$ cat src/rtl/isq_pkg.sv
package isq_pkg;
  parameter int ISQ_CLASSES = 4;
  parameter int ISQ_WIDTH = 2;
  localparam int ISQ_CLASS_W = $clog2(ISQ_CLASSES);

  typedef struct packed {
    logic [ISQ_CLASSES-1:0] issue;
    logic [ISQ_CLASSES-1:0] discard;
    logic [ISQ_CLASSES-1:0] arm;
  } isq_strobe_t;
endpackage

$ cat src/rtl/isq_class_queue.sv
module isq_class_queue #(
  parameter int DEPTH = 4,
  parameter int SEQ_W = 8
) (
  input  logic             clk,
  input  logic             rstN,
  input  logic             enq,
  input  logic [SEQ_W-1:0] enqSeq,
  input  logic             enqSquashed,
  input  logic             pop,
  output logic             headValid,
  output logic [SEQ_W-1:0] headSeq,
  output logic             headSquashed,
  output logic             full
);
  localparam int IDX_W = (DEPTH > 1) ? $clog2(DEPTH) : 1;

  logic [DEPTH-1:0] slotVld;
  logic [DEPTH-1:0] slotSq;
  logic [SEQ_W-1:0] slotSeq [DEPTH];
  logic [IDX_W-1:0] headIdx;
  logic [IDX_W-1:0] freeIdx;

  // oldest valid entry is the head
  always_comb begin
    headValid = 1'b0;
    headIdx = '0;
    headSeq = '0;
    for (int i = 0; i < DEPTH; i++) begin
      if (slotVld[i] && (!headValid || slotSeq[i] < headSeq)) begin
        headValid = 1'b1;
        headIdx = IDX_W'(i);
        headSeq = slotSeq[i];
      end
    end
    headSquashed = headValid & slotSq[headIdx];
  end

  always_comb begin
    freeIdx = '0;
    for (int i = DEPTH - 1; i >= 0; i--) begin
      if (!slotVld[i]) freeIdx = IDX_W'(i);
    end
  end

  assign full = &slotVld;

  always_ff @(posedge clk) begin
    if (!rstN) begin
      slotVld <= '0;
      slotSq <= '0;
      for (int i = 0; i < DEPTH; i++) slotSeq[i] <= '0;
    end else begin
      if (pop) slotVld[headIdx] <= 1'b0;
      if (enq && !full) begin
        slotVld[freeIdx] <= 1'b1;
        slotSeq[freeIdx] <= enqSeq;
        slotSq[freeIdx] <= enqSquashed;
      end
    end
  end

  // a pop only ever removes an existing head
  a_r2_pop_has_head: assert property (@(posedge clk) disable iff (!rstN)
    pop |-> headValid);
  // a dropped entry leaves the queue full
  a_r11_full_stays: assert property (@(posedge clk) disable iff (!rstN)
    (full && enq && !pop) |=> full);
endmodule

$ cat src/rtl/isq_unit_timer.sv
module isq_unit_timer #(
  parameter int SEQ_W = 8,
  parameter int LAT_W = 4
) (
  input  logic             clk,
  input  logic             rstN,
  input  logic             load,
  input  logic [SEQ_W-1:0] loadSeq,
  input  logic [LAT_W-1:0] issueLat,
  output logic             unitFree,
  output logic             complValid,
  output logic [SEQ_W-1:0] complSeq
);
  logic             active;
  logic             holdUnit;
  logic [LAT_W-1:0] cnt;
  logic [SEQ_W-1:0] seqR;

  assign complValid = active && (cnt == LAT_W'(1));
  assign unitFree = !(active && holdUnit);
  assign complSeq = seqR;

  always_ff @(posedge clk) begin
    if (!rstN) begin
      active <= 1'b0;
      holdUnit <= 1'b0;
      cnt <= '0;
      seqR <= '0;
    end else if (load) begin
      active <= 1'b1;
      holdUnit <= (issueLat > LAT_W'(1));
      cnt <= (issueLat > LAT_W'(1)) ? LAT_W'(issueLat - 1'b1) : LAT_W'(1);
      seqR <= loadSeq;
    end else if (active) begin
      if (cnt == LAT_W'(1)) active <= 1'b0;
      cnt <= cnt - 1'b1;
    end
  end

  // the select logic never starts an op on a held unit
  a_r10_no_load_when_held: assert property (@(posedge clk) disable iff (!rstN)
    load |-> unitFree);
  // one completion pulse per started operation
  a_r9_single_pulse: assert property (@(posedge clk) disable iff (!rstN)
    (complValid && !load) |=> !complValid);
endmodule

$ cat src/rtl/isq_datapath.sv
module isq_datapath
  import isq_pkg::*;
#(
  parameter int DEPTH = 4,
  parameter int SEQ_W = 8,
  parameter int LAT_W = 4
) (
  input  logic                         clk,
  input  logic                         rstN,
  input  logic                         enqValid,
  input  logic [ISQ_CLASS_W-1:0]       enqClass,
  input  logic [SEQ_W-1:0]             enqSeq,
  input  logic                         enqSquashed,
  input  isq_strobe_t                  strobe,
  input  logic [ISQ_CLASSES*LAT_W-1:0] issueLat,
  input  logic [ISQ_CLASSES-1:0]       unitAvail,
  input  logic [ISQ_CLASSES*SEQ_W-1:0] issueSeqPerClass,
  output logic [ISQ_CLASSES-1:0]       headValid,
  output logic [ISQ_CLASSES*SEQ_W-1:0] headSeq,
  output logic [ISQ_CLASSES-1:0]       headSquashed,
  output logic [ISQ_CLASSES-1:0]       queueFull,
  output logic [ISQ_CLASSES-1:0]       unitFree,
  output logic [ISQ_CLASSES-1:0]       complValid,
  output logic [ISQ_CLASSES*SEQ_W-1:0] complSeq
);
  logic [ISQ_CLASSES-1:0] timerFree;

  for (genvar c = 0; c < ISQ_CLASSES; c++) begin : g_class
    isq_class_queue #(.DEPTH(DEPTH), .SEQ_W(SEQ_W)) uQueue (
      .clk(clk),
      .rstN(rstN),
      .enq(enqValid && (enqClass == ISQ_CLASS_W'(c))),
      .enqSeq(enqSeq),
      .enqSquashed(enqSquashed),
      .pop(strobe.issue[c] | strobe.discard[c]),
      .headValid(headValid[c]),
      .headSeq(headSeq[c*SEQ_W +: SEQ_W]),
      .headSquashed(headSquashed[c]),
      .full(queueFull[c])
    );

    isq_unit_timer #(.SEQ_W(SEQ_W), .LAT_W(LAT_W)) uTimer (
      .clk(clk),
      .rstN(rstN),
      .load(strobe.arm[c]),
      .loadSeq(issueSeqPerClass[c*SEQ_W +: SEQ_W]),
      .issueLat(issueLat[c*LAT_W +: LAT_W]),
      .unitFree(timerFree[c]),
      .complValid(complValid[c]),
      .complSeq(complSeq[c*SEQ_W +: SEQ_W])
    );

    // class 0 needs no unit at all
    assign unitFree[c] = (c == 0) ? 1'b1 : (timerFree[c] & unitAvail[c]);
  end

  // an issue on a unit class only happens when that unit is free
  a_r7_issue_needs_unit: assert property (@(posedge clk) disable iff (!rstN)
    (strobe.issue & ~unitFree) == '0);
  // issue and discard never hit the same class in one cycle
  a_r4_one_action: assert property (@(posedge clk) disable iff (!rstN)
    (strobe.issue & strobe.discard) == '0);
endmodule

$ cat src/rtl/isq_select_ctrl.sv
module isq_select_ctrl
  import isq_pkg::*;
#(
  parameter int SEQ_W = 8,
  parameter int LAT_W = 4
) (
  input  logic                             clk,
  input  logic                             rstN,
  input  logic [ISQ_CLASSES-1:0]           headValid,
  input  logic [ISQ_CLASSES*SEQ_W-1:0]     headSeq,
  input  logic [ISQ_CLASSES-1:0]           headSquashed,
  input  logic [ISQ_CLASSES-1:0]           unitFree,
  input  logic [ISQ_CLASSES*LAT_W-1:0]     opLat,
  input  logic                             execStall,
  output isq_strobe_t                      strobe,
  output logic [ISQ_CLASSES-1:0]           busyMask,
  output logic [ISQ_WIDTH-1:0]             issueValid,
  output logic [ISQ_WIDTH*SEQ_W-1:0]       issueSeq,
  output logic [ISQ_WIDTH*ISQ_CLASS_W-1:0] issueClass,
  output logic [ISQ_WIDTH-1:0]             issueDirect
);
  localparam int C = ISQ_CLASSES;
  localparam int W = ISQ_WIDTH;
  localparam int CW = ISQ_CLASS_W;
  localparam int CNT_W = $clog2(C + 1);

  logic [C-1:0]     eligible;
  logic [C-1:0]     issueMask;
  logic [C-1:0]     discardMask;
  logic [C-1:0]     directMask;
  logic [CNT_W-1:0] olderElig [C];

  always_comb begin
    for (int c = 0; c < C; c++) begin
      eligible[c] = headValid[c] && !headSquashed[c] && ((c == 0) || unitFree[c]);
      directMask[c] = (c == 0) || (opLat[c*LAT_W +: LAT_W] <= LAT_W'(1));
    end
  end

  // rank: number of issuable heads older than this class's head
  always_comb begin
    for (int c = 0; c < C; c++) begin
      olderElig[c] = '0;
      for (int d = 0; d < C; d++) begin
        if (d != c && eligible[d] &&
            ((headSeq[d*SEQ_W +: SEQ_W] < headSeq[c*SEQ_W +: SEQ_W]) ||
             ((headSeq[d*SEQ_W +: SEQ_W] == headSeq[c*SEQ_W +: SEQ_W]) && d < c)))
          olderElig[c] = olderElig[c] + 1'b1;
      end
    end
  end

  always_comb begin
    for (int c = 0; c < C; c++) begin
      issueMask[c] = !execStall && eligible[c] && (olderElig[c] < CNT_W'(W));
      discardMask[c] = !execStall && headValid[c] && headSquashed[c];
      busyMask[c] = !execStall && headValid[c] && !headSquashed[c] && (c != 0) &&
                    !unitFree[c] && (olderElig[c] < CNT_W'(W));
    end
  end

  assign strobe.issue = issueMask;
  assign strobe.discard = discardMask;
  assign strobe.arm = issueMask & ~directMask;

  always_comb begin
    issueValid = '0;
    issueSeq = '0;
    issueClass = '0;
    issueDirect = '0;
    for (int k = 0; k < W; k++) begin
      for (int c = 0; c < C; c++) begin
        if (issueMask[c] && olderElig[c] == CNT_W'(k)) begin
          issueValid[k] = 1'b1;
          issueSeq[k*SEQ_W +: SEQ_W] = headSeq[c*SEQ_W +: SEQ_W];
          issueClass[k*CW +: CW] = CW'(c);
          issueDirect[k] = directMask[c];
        end
      end
    end
  end

  // never more than the issue width
  a_r4_width_limit: assert property (@(posedge clk) disable iff (!rstN)
    $countones(strobe.issue) <= W);
  // slots are filled oldest first and without gaps
  a_r3_slot_order: assert property (@(posedge clk) disable iff (!rstN)
    issueValid[1] |-> (issueValid[0] && issueSeq[0 +: SEQ_W] <= issueSeq[SEQ_W +: SEQ_W]));
  // stall silences the slots
  a_r5_stall_quiet: assert property (@(posedge clk) disable iff (!rstN)
    execStall |-> (issueValid == '0));
endmodule

$ cat src/rtl/age_issue_select.sv
module age_issue_select
  import isq_pkg::*;
#(
  parameter int DEPTH = 4,
  parameter int SEQ_W = 8,
  parameter int LAT_W = 4
) (
  input  logic                             clk,
  input  logic                             rstN,
  input  logic                             enqValid,
  input  logic [ISQ_CLASS_W-1:0]           enqClass,
  input  logic [SEQ_W-1:0]                 enqSeq,
  input  logic                             enqSquashed,
  output logic [ISQ_CLASSES-1:0]           queueFull,
  input  logic [ISQ_CLASSES-1:0]           unitAvail,
  input  logic [ISQ_CLASSES*LAT_W-1:0]     opLat,
  input  logic [ISQ_CLASSES*LAT_W-1:0]     issueLat,
  input  logic                             execStall,
  output logic [ISQ_WIDTH-1:0]             issueValid,
  output logic [ISQ_WIDTH*SEQ_W-1:0]       issueSeq,
  output logic [ISQ_WIDTH*ISQ_CLASS_W-1:0] issueClass,
  output logic [ISQ_WIDTH-1:0]             issueDirect,
  output logic [ISQ_CLASSES-1:0]           complValid,
  output logic [ISQ_CLASSES*SEQ_W-1:0]     complSeq,
  output logic [ISQ_CLASSES-1:0]           discardMask,
  output logic [ISQ_CLASSES-1:0]           busyMask
);
  isq_strobe_t                  strobe;
  logic [ISQ_CLASSES-1:0]       headValid;
  logic [ISQ_CLASSES*SEQ_W-1:0] headSeq;
  logic [ISQ_CLASSES-1:0]       headSquashed;
  logic [ISQ_CLASSES-1:0]       unitFree;

  isq_datapath #(.DEPTH(DEPTH), .SEQ_W(SEQ_W), .LAT_W(LAT_W)) uData (
    .clk(clk),
    .rstN(rstN),
    .enqValid(enqValid),
    .enqClass(enqClass),
    .enqSeq(enqSeq),
    .enqSquashed(enqSquashed),
    .strobe(strobe),
    .issueLat(issueLat),
    .unitAvail(unitAvail),
    .issueSeqPerClass(headSeq),
    .headValid(headValid),
    .headSeq(headSeq),
    .headSquashed(headSquashed),
    .queueFull(queueFull),
    .unitFree(unitFree),
    .complValid(complValid),
    .complSeq(complSeq)
  );

  isq_select_ctrl #(.SEQ_W(SEQ_W), .LAT_W(LAT_W)) uCtrl (
    .clk(clk),
    .rstN(rstN),
    .headValid(headValid),
    .headSeq(headSeq),
    .headSquashed(headSquashed),
    .unitFree(unitFree),
    .opLat(opLat),
    .execStall(execStall),
    .strobe(strobe),
    .busyMask(busyMask),
    .issueValid(issueValid),
    .issueSeq(issueSeq),
    .issueClass(issueClass),
    .issueDirect(issueDirect)
  );

  assign discardMask = strobe.discard;

  // a discard never coincides with a stall
  a_r6_discard_not_stalled: assert property (@(posedge clk) disable iff (!rstN)
    execStall |-> (discardMask == '0));
endmodule

$ cat config.mk
export PLATFORM = sky130hd
export DESIGN_NAME = age_issue_select
export DESIGN_NICKNAME = d
export VERILOG_FILES = /design/src/rtl/isq_pkg.sv /design/src/rtl/isq_class_queue.sv /design/src/rtl/isq_unit_timer.sv /design/src/rtl/isq_datapath.sv /design/src/rtl/isq_select_ctrl.sv /design/src/rtl/age_issue_select.sv
export SDC_FILE = /design/constraint.sdc
export NUM_CORES = 1
export LEC_CHECK = 0
export ABC_AREA = 1
export BUFFER_PORTS_ARGS = -buffer_cell sky130_fd_sc_hd__buf_2
export CAP_MARGIN = 20
export CELL_PAD_IN_SITES_DETAIL_PLACEMENT = 1
export CELL_PAD_IN_SITES_GLOBAL_PLACEMENT = 2
export CORE_ASPECT_RATIO = 1.1
export CORE_UTILIZATION = 38
export CTS_CLUSTER_DIAMETER = 150
export DETAILED_ROUTE_END_ITERATION = 16
export PLACE_DENSITY_LB_ADDON = 0.1
export SLEW_MARGIN = 25
export SYNTH_ARGS = -nofsm -noshare
export SYNTH_HDL_FRONTEND = slang
export SYNTH_SLANG_ARGS = --single-unit
export TNS_END_PERCENT = 1
$ cat constraint.sdc
create_clock -name clk -period 15 [get_ports clk]
set_input_delay 0.75 -clock clk [delete_from_list [all_inputs] [get_ports clk]]
set_output_delay 0.75 -clock clk [all_outputs]
set_load 0.01 [all_outputs]
== Yosys cells after proc, flatten, opt, wreduce, memory -nomap -nowiden ==
Memories as Yosys holds them, arrays and structs flattened.
Cells that the tools add are included.

* Bits in writable memories: 128
* Word-level logic and storage cells: 474
* Register bits after elaboration: 87
* Memories: 4

* Bitwise gates (word level): 25
* Reduce and logical (&&, ||, !) cells: 149
* Equal/unequal tests: 17
* Multiplexer cells: 189
* Order comparisons: 51
* $add $sub $neg: 16

{| class="wikitable"
|+ Memory list
! memory !! depth !! width !! rd ports !! clocked after Yosys merged registers in !! wr ports !! line !! text
|-
| uData.g_class[0].uQueue.slotSeq || 4 || 8 || 4 || 0 || 4 || isq_class_queue.sv:20 || <nowiki>logic [SEQ_W-1:0] slotSeq [DEPTH];</nowiki>
|-
| uData.g_class[1].uQueue.slotSeq || 4 || 8 || 4 || 0 || 4 || isq_class_queue.sv:20 ||
|-
| uData.g_class[2].uQueue.slotSeq || 4 || 8 || 4 || 0 || 4 || isq_class_queue.sv:20 ||
|-
| uData.g_class[3].uQueue.slotSeq || 4 || 8 || 4 || 0 || 4 || isq_class_queue.sv:20 ||
|}

{| class="wikitable"
|+ Operators with widths
! cell !! count
|-
| $mux W8 || 28
|-
| $lt A8 B8 Y1 || 24
|-
| $mux W4 || 24
|-
| $logic_and A1 B1 Y1 || 87
|-
| $mux W1 || 81
|-
| $mux W2 || 32
|-
| $eq A8 B8 Y1 || 6
|-
| $reduce_or A8 Y1 || 4
|-
| $sub A4 B1 Y4 const B || 8
|-
| $logic_not A1 Y1 || 27
|-
| $lt A2 B3 Y1 const B || 8
|-
| $mux W3 || 8
|-
| $and A4 B4 Y4 || 5
|-
| $not A4 Y4 || 5
|-
| $logic_or A1 B1 Y1 || 18
|-
| $bwmux W4 || 4
|-
| $demux W1 S2 || 8
|-
| $eq A4 B1 Y1 const B || 4
|-
| $ge A2 B1 Y1 const B || 8
|-
| $gt A4 B1 Y1 const B || 4
|-
| $or A4 B4 Y4 || 4
|-
| $reduce_and A4 Y1 || 4
|-
| $add A3 B1 Y3 const B || 4
|-
| $eq A3 B1 Y1 const B || 4
|-
| 11 further kinds || 38
|}

== Longest topological paths before layout ==
An unclocked memory read counts as a cell.

* Word-level depth: 33
* Mapped depth: 61
* Depth with buffers taken out: 57

== Hierarchy ==
Synthesis repeated with hierarchy kept, for this count alone.

* Cells, all modules: 2099
* Area total of the unflattened synthesis: 15152.0 um2

{| class="wikitable"
|+ By module, submodules not included
! module !! area an instance (um2) !! cells an instance !! instances !! seq. area each (um2)
|-
| isq_class_queue at uData.g_class[1].uQueue ... || 2391.0 || 297 || 2 || 1121.1
|-
| isq_select_ctrl || 2812.7 || 513 || 1 || 0.0
|-
| isq_unit_timer || 683.2 || 97 || 4 || 280.3
|-
| isq_class_queue at uData.g_class[3].uQueue || 2387.3 || 296 || 1 || 1121.1
|-
| isq_class_queue at uData.g_class[0].uQueue || 2348.5 || 288 || 1 || 1121.1
|-
| isq_datapath || 88.8 || 20 || 1 || 0.0
|}

== Worst setup path before layout ==
Ideal clock, no wire load.

* Path kind: reg2out
* Start: register uData.g_class[0].uQueue.slotVld[0]
* End: output port issueSeq[8]
* Required time: 14.250 ns
* Path slack: 7.166 ns
* Buffers on the path: 5
* Cell stages (with the launch flop): 49
* Data arrival time: 7.084 ns
* Cell sequence: dfxtp_1 > clkbuf_1 > nand2_1 > ha_1 > inv_1 > o31a_1 > nand2_1 > nand2_1 > nand2_1 > clkbuf_1 > nand2_1 > o21ai_0 > ha_1 > nand2_1 > nor2_1 > a211oi_1 > nand2_1 > nand2_1 > [13 not listed] > ha_1 > nand2_1 > o21ai_0 > nand2_1 > a32oi_1 > nor2_1 > fa_1 > or2_2 > nor2_2 > nand2_2 > inv_2 > nand3_4 > inv_2 > buf_4 > nand2_1 > nand3_1 > nand2_1 > nand2_1

* Word-level cells in the longest chain between the ends: 30
* Elaborated cells on any way between the ends: 87
* Those cells by class: add/sub: 8; order compare: 13; eq/ne: 7; mux: 29; bitwise: 1; reduce/logical: 29

{| class="wikitable"
|+ RTL lines
! item !! line !! text
|-
| start: declaration || isq_class_queue.sv:18 || <nowiki>logic [DEPTH-1:0] slotVld;</nowiki>
|-
| start signal: assignment || isq_class_queue.sv:50 || <nowiki>slotVld <= '0;</nowiki>
|-
| start signal: indexed assignment || isq_class_queue.sv:54 || <nowiki>if (pop) slotVld[headIdx] <= 1'b0;</nowiki>
|-
| start signal: indexed assignment || isq_class_queue.sv:56 || <nowiki>slotVld[freeIdx] <= 1'b1;</nowiki>
|-
| parallel branches: the longest is 29 deep, another holds $lt A8 B8 Y1 || -- ||
|-
| $mux W8 (*) || isq_select_ctrl.sv:73 || <nowiki>if (issueMask[c] && olderElig[c] == CNT_W'(k)) begin</nowiki>
|-
| end: declaration || age_issue_select.sv:20 || <nowiki>output logic [ISQ_WIDTH*SEQ_W-1:0] issueSeq,</nowiki>
|}

Mark *: on every way between the ends. The select of a mux whose other input is x is not followed.

== Worst setup path after layout ==
Ends and elaborated chain as after synthesis.

==> flow_metrics.env <==
export IMPL_run_status="finished, final reports clean"
export IMPL_tritoncts_num_buffers=25
export IMPL_antenna_violating_nets_post_route=0
export IMPL_critical_path_slowest_cell="sky130_fd_sc_hd__a21oi_1"
export IMPL_rsz0062_at_grt="false"
export IMPL_cp_max_fo=17
export IMPL_layout_drive_gt1_share=0.1036
export IMPL_die_width_um=187.4
export IMPL_report_final_slew_viol_count=0
export IMPL_leakage_nw=7.844
export IMPL_synth_top_cell_area_share=0.2676
export IMPL_fin_util=0.4308
export IMPL_mappedNetlistArea_um2=14360
export IMPL_cts_repair_resized=0
export IMPL_critPathArrivalTime_ns=10.13
export IMPL_crit_type="reg2out"
export IMPL_setup_violations=0
export IMPL_htree_num_levels=1
export IMPL_achievable_freq_mhz=91.91
export IMPL_cp_slowest_stage_delay_ns=0.74
export IMPL_setup_tns_ns=0
export IMPL_tightest_slew_ns=1.095
export IMPL_synthArstFlopShare=0
export IMPL_timing_critical_path_to_type="output pin"
export IMPL_drv_cap=0
export IMPL_tritoncts_clock_tree="built"
export IMPL_detailedPlacementHpwl_um=35490
export IMPL_worst_path_dominant_cell_family="compound AO/OA/AOI/OAI gates"
export IMPL_drtPass1Iterations=5
export IMPL_number_of_antenna_diodes=0
export IMPL_drt_drc_violations_left=0
export IMPL_post_synth_cell_area_avg_um2=7.505
export IMPL_place_gp_congestion=0.8318
export IMPL_via_per_inst=5.151
export IMPL_clk_latency_ns=0.54
export IMPL_num_nets_final=2209
export IMPL_wl_per_cell_um=18.22
export IMPL_timing_final_crit_period_ns=10.88
export IMPL_final_fill_count=4718
export IMPL_first_global_vias=12910
export IMPL_via_count=12940
export IMPL_global_route_wire_length_before_repair_um=71330
export IMPL_core_area_um2=37220
export IMPL_post_synth_inst_count=1914
export IMPL_timing_hold_worst_class="reg2reg"
export IMPL_worst_path_stages=42
export IMPL_fin_crit_sh=0.7253
export IMPL_synth_distinct_cells=53
export IMPL_area_growth_pct=11.64
export IMPL_num_rows=74
export IMPL_holdWs_ns=0.4603
export IMPL_clock_pin_transition_on_the_worst_setup_and_hold_timing_paths_ns=0.06
export IMPL_post_synth_top_area_cell="sky130_fd_sc_hd__edfxtp_1"
export IMPL_commonest_cells_in_the_netlist="sky130_fd_sc_hd__nand2_1 (468), sky130_fd_sc_hd__nor2_1 (226), sky130_fd_sc_hd__inv_1 (216)"
export IMPL_cts_hold_repair_buffers=0
export IMPL_synthFlopType="sky130_fd_sc_hd__edfxtp_1"
export IMPL_ff_latch_area_um2=5425
export IMPL_cts_max_path_buffers=3
export IMPL_grt_ovfl_total=0
export IMPL_synth_edf_count=128
export IMPL_synth_ff_latch_count=207
export IMPL_number_of_sinks_on_the_clock_net=207
export IMPL_multiInputGateArea_um2=7680
export IMPL_yosysSeqAreaShare=0.3777
export IMPL_count_leader_synth="sky130_fd_sc_hd__nand2_1"
export IMPL_timing_hold_worst_path_depth=2
export IMPL_postCtsSetupRepairBufs=0
export IMPL_maxSlewHeadroom=0.2691
export IMPL_critical_path_most_common_cell="sky130_fd_sc_hd__nand2_1"
export IMPL_synth_top_cells_by_area="sky130_fd_sc_hd__edfxtp_1 (27%), sky130_fd_sc_hd__ha_1 (13%), sky130_fd_sc_hd__nand2_1 (12%)"
export IMPL_die_footprint_um2=38580
export IMPL_hold_viol=0
export IMPL_worstSetupStartpointType="register"
export IMPL_dieHeight_um=205.9
export IMPL_route_final_wire_length_um=45780
export IMPL_port_buffer_count=101
export IMPL_largest_net_degree_at_the_start_of_global_routing=47
export IMPL_boundaryPins=123
export IMPL_p_per_area_nw_per_um2=87.28
export IMPL_ys_warnings_count=0
export IMPL_worst_r2r_cell_count=42
export IMPL_grtUsageTotal=0.2382
export IMPL_skew_ns=0.01143
export IMPL_worst_endpoint_required_ns=14.25
export IMPL_critPathBufInv=5
export IMPL_antenna_found_initial=0
export IMPL_first_iter_violations=626
export IMPL_ctsRootBufferMaster="sky130_fd_sc_hd__clkbuf_16"
export IMPL_floorplan_initialDensity=0.3859
export IMPL_power_ir_vdd_worst_v=0.0001040
[cell usage in the layout (no fill, tap or decap), types with 15 or more instances in the layout]
master | netlist | layout
sky130_fd_sc_hd__nand4_1 | 15 | 15
sky130_fd_sc_hd__buf_2 | 10 | 101
sky130_fd_sc_hd__buf_4 | 21 | 23
sky130_fd_sc_hd__clkbuf_16 | 0 | 25
sky130_fd_sc_hd__nor2_1 | 226 | 226
sky130_fd_sc_hd__nor3_1 | 31 | 31
sky130_fd_sc_hd__dfxtp_1 | 79 | 79
sky130_fd_sc_hd__nand3_1 | 118 | 118
sky130_fd_sc_hd__clkinv_1 | 14 | 21
sky130_fd_sc_hd__edfxtp_1 | 128 | 128
sky130_fd_sc_hd__nand2_1 | 468 | 468
sky130_fd_sc_hd__ha_1 | 154 | 154
sky130_fd_sc_hd__o21ai_0 | 163 | 154
sky130_fd_sc_hd__a21oi_1 | 109 | 109
sky130_fd_sc_hd__o21ai_1 | 7 | 15
sky130_fd_sc_hd__inv_1 | 216 | 216
[state kept, by name (all words and copies together), names as in the netlist]
name and cells:
uData.g_class.uTimer.complSeq 24, uData.g_class.uQueue.slotVld 16, uData.g_class.uQueue.slotSeq 128, uData.g_class.uTimer.cnt 16, uData.g_class.uTimer.holdUnit 3, uData.g_class.uTimer.active 4, uData.g_class.uQueue.slotSq 16
[worst reg2reg max path, delay by kind of cell (launching register included)]
| kind | cells | cell delay, ns |
|---|---|---|
| AO/OA/AOI/OAI | 14 | 3.37 |
| adder cells (fa/ha/maj) | 5 | 1.74 |
| buffers and inverters | 5 | 0.97 |
| flip-flops | 1 | 0.62 |
| AND/OR/NAND/NOR | 18 | 2.86 |
[cell families after synthesis]
logic type | synth area share
flip-flops | 0.3777
adder cells (fa/ha/maj) | 0.1397
other | 0.0002611
AO/OA/AOI/OAI | 0.1173
AND/OR/NAND/NOR | 0.2683
XOR/XNOR | 0.006708
buffers and inverters | 0.08998
[layer usage]
metal / GRT usage / vias to the layer above / routed length [µm]
met3: 0.02224 / 46 / 1538
met2: 0.4160 / 213 / 21920
li1: - / 6491 / -
met5: 0 / - / 0
met4: 0.06010 / 0 / 914
met1: 0.3166 / 6189 / 21410
[path summary, 6_finish.rpt]
| path | start | end | slack (ns) |
|---|---|---|---|
| max | uData.g_class[0].uQueue.slotVld[0] | issueSeq[8] | 4.12 |
| min reg2reg | uData.g_class[2].uTimer.complSeq[7] | uData.g_class[2].uTimer.complSeq[7] | 0.46 |
| max reg2reg | uData.g_class[0].uQueue.slotVld[0] | uData.g_class[3].uTimer.cnt[0] | 5.31 |
| min | uData.g_class[2].uTimer.complSeq[7] | uData.g_class[2].uTimer.complSeq[7] | 0.46 |
[power by group]
part / switching [mW] / internal (mW) / total, mW
combinational: 0.135 / 0.0647 / 0.200
sequential: 0.0113 / 0.622 / 0.634
clock: 0.246 / 0.320 / 0.566
total: 0.392 / 1.01 / 1.40
[per-stage QoR]
stage               setup slack, ns  instance area (µm²)  cells  power, mW
floorplan                     7.166                14390   1922     0.7780
global placement              4.815                15290   2467     0.8383
detailed placement            4.670                15300   2467     0.8467
CTS                           4.061                16040   2512      1.418
global route                  3.273                16040   2512      1.463
finish                        4.120                16040   2512      1.400
[cell type report]
cell class              count  area share
inverters                 239     0.05595
flip-flops and latches    207      0.3383
repair buffers            124     0.04229
well taps                 494     0.03855
clock buffers              29     0.03995
multi-input cells        1403      0.4789
clock inverters            16    0.006008
Power figures use the tool's default switching activity.
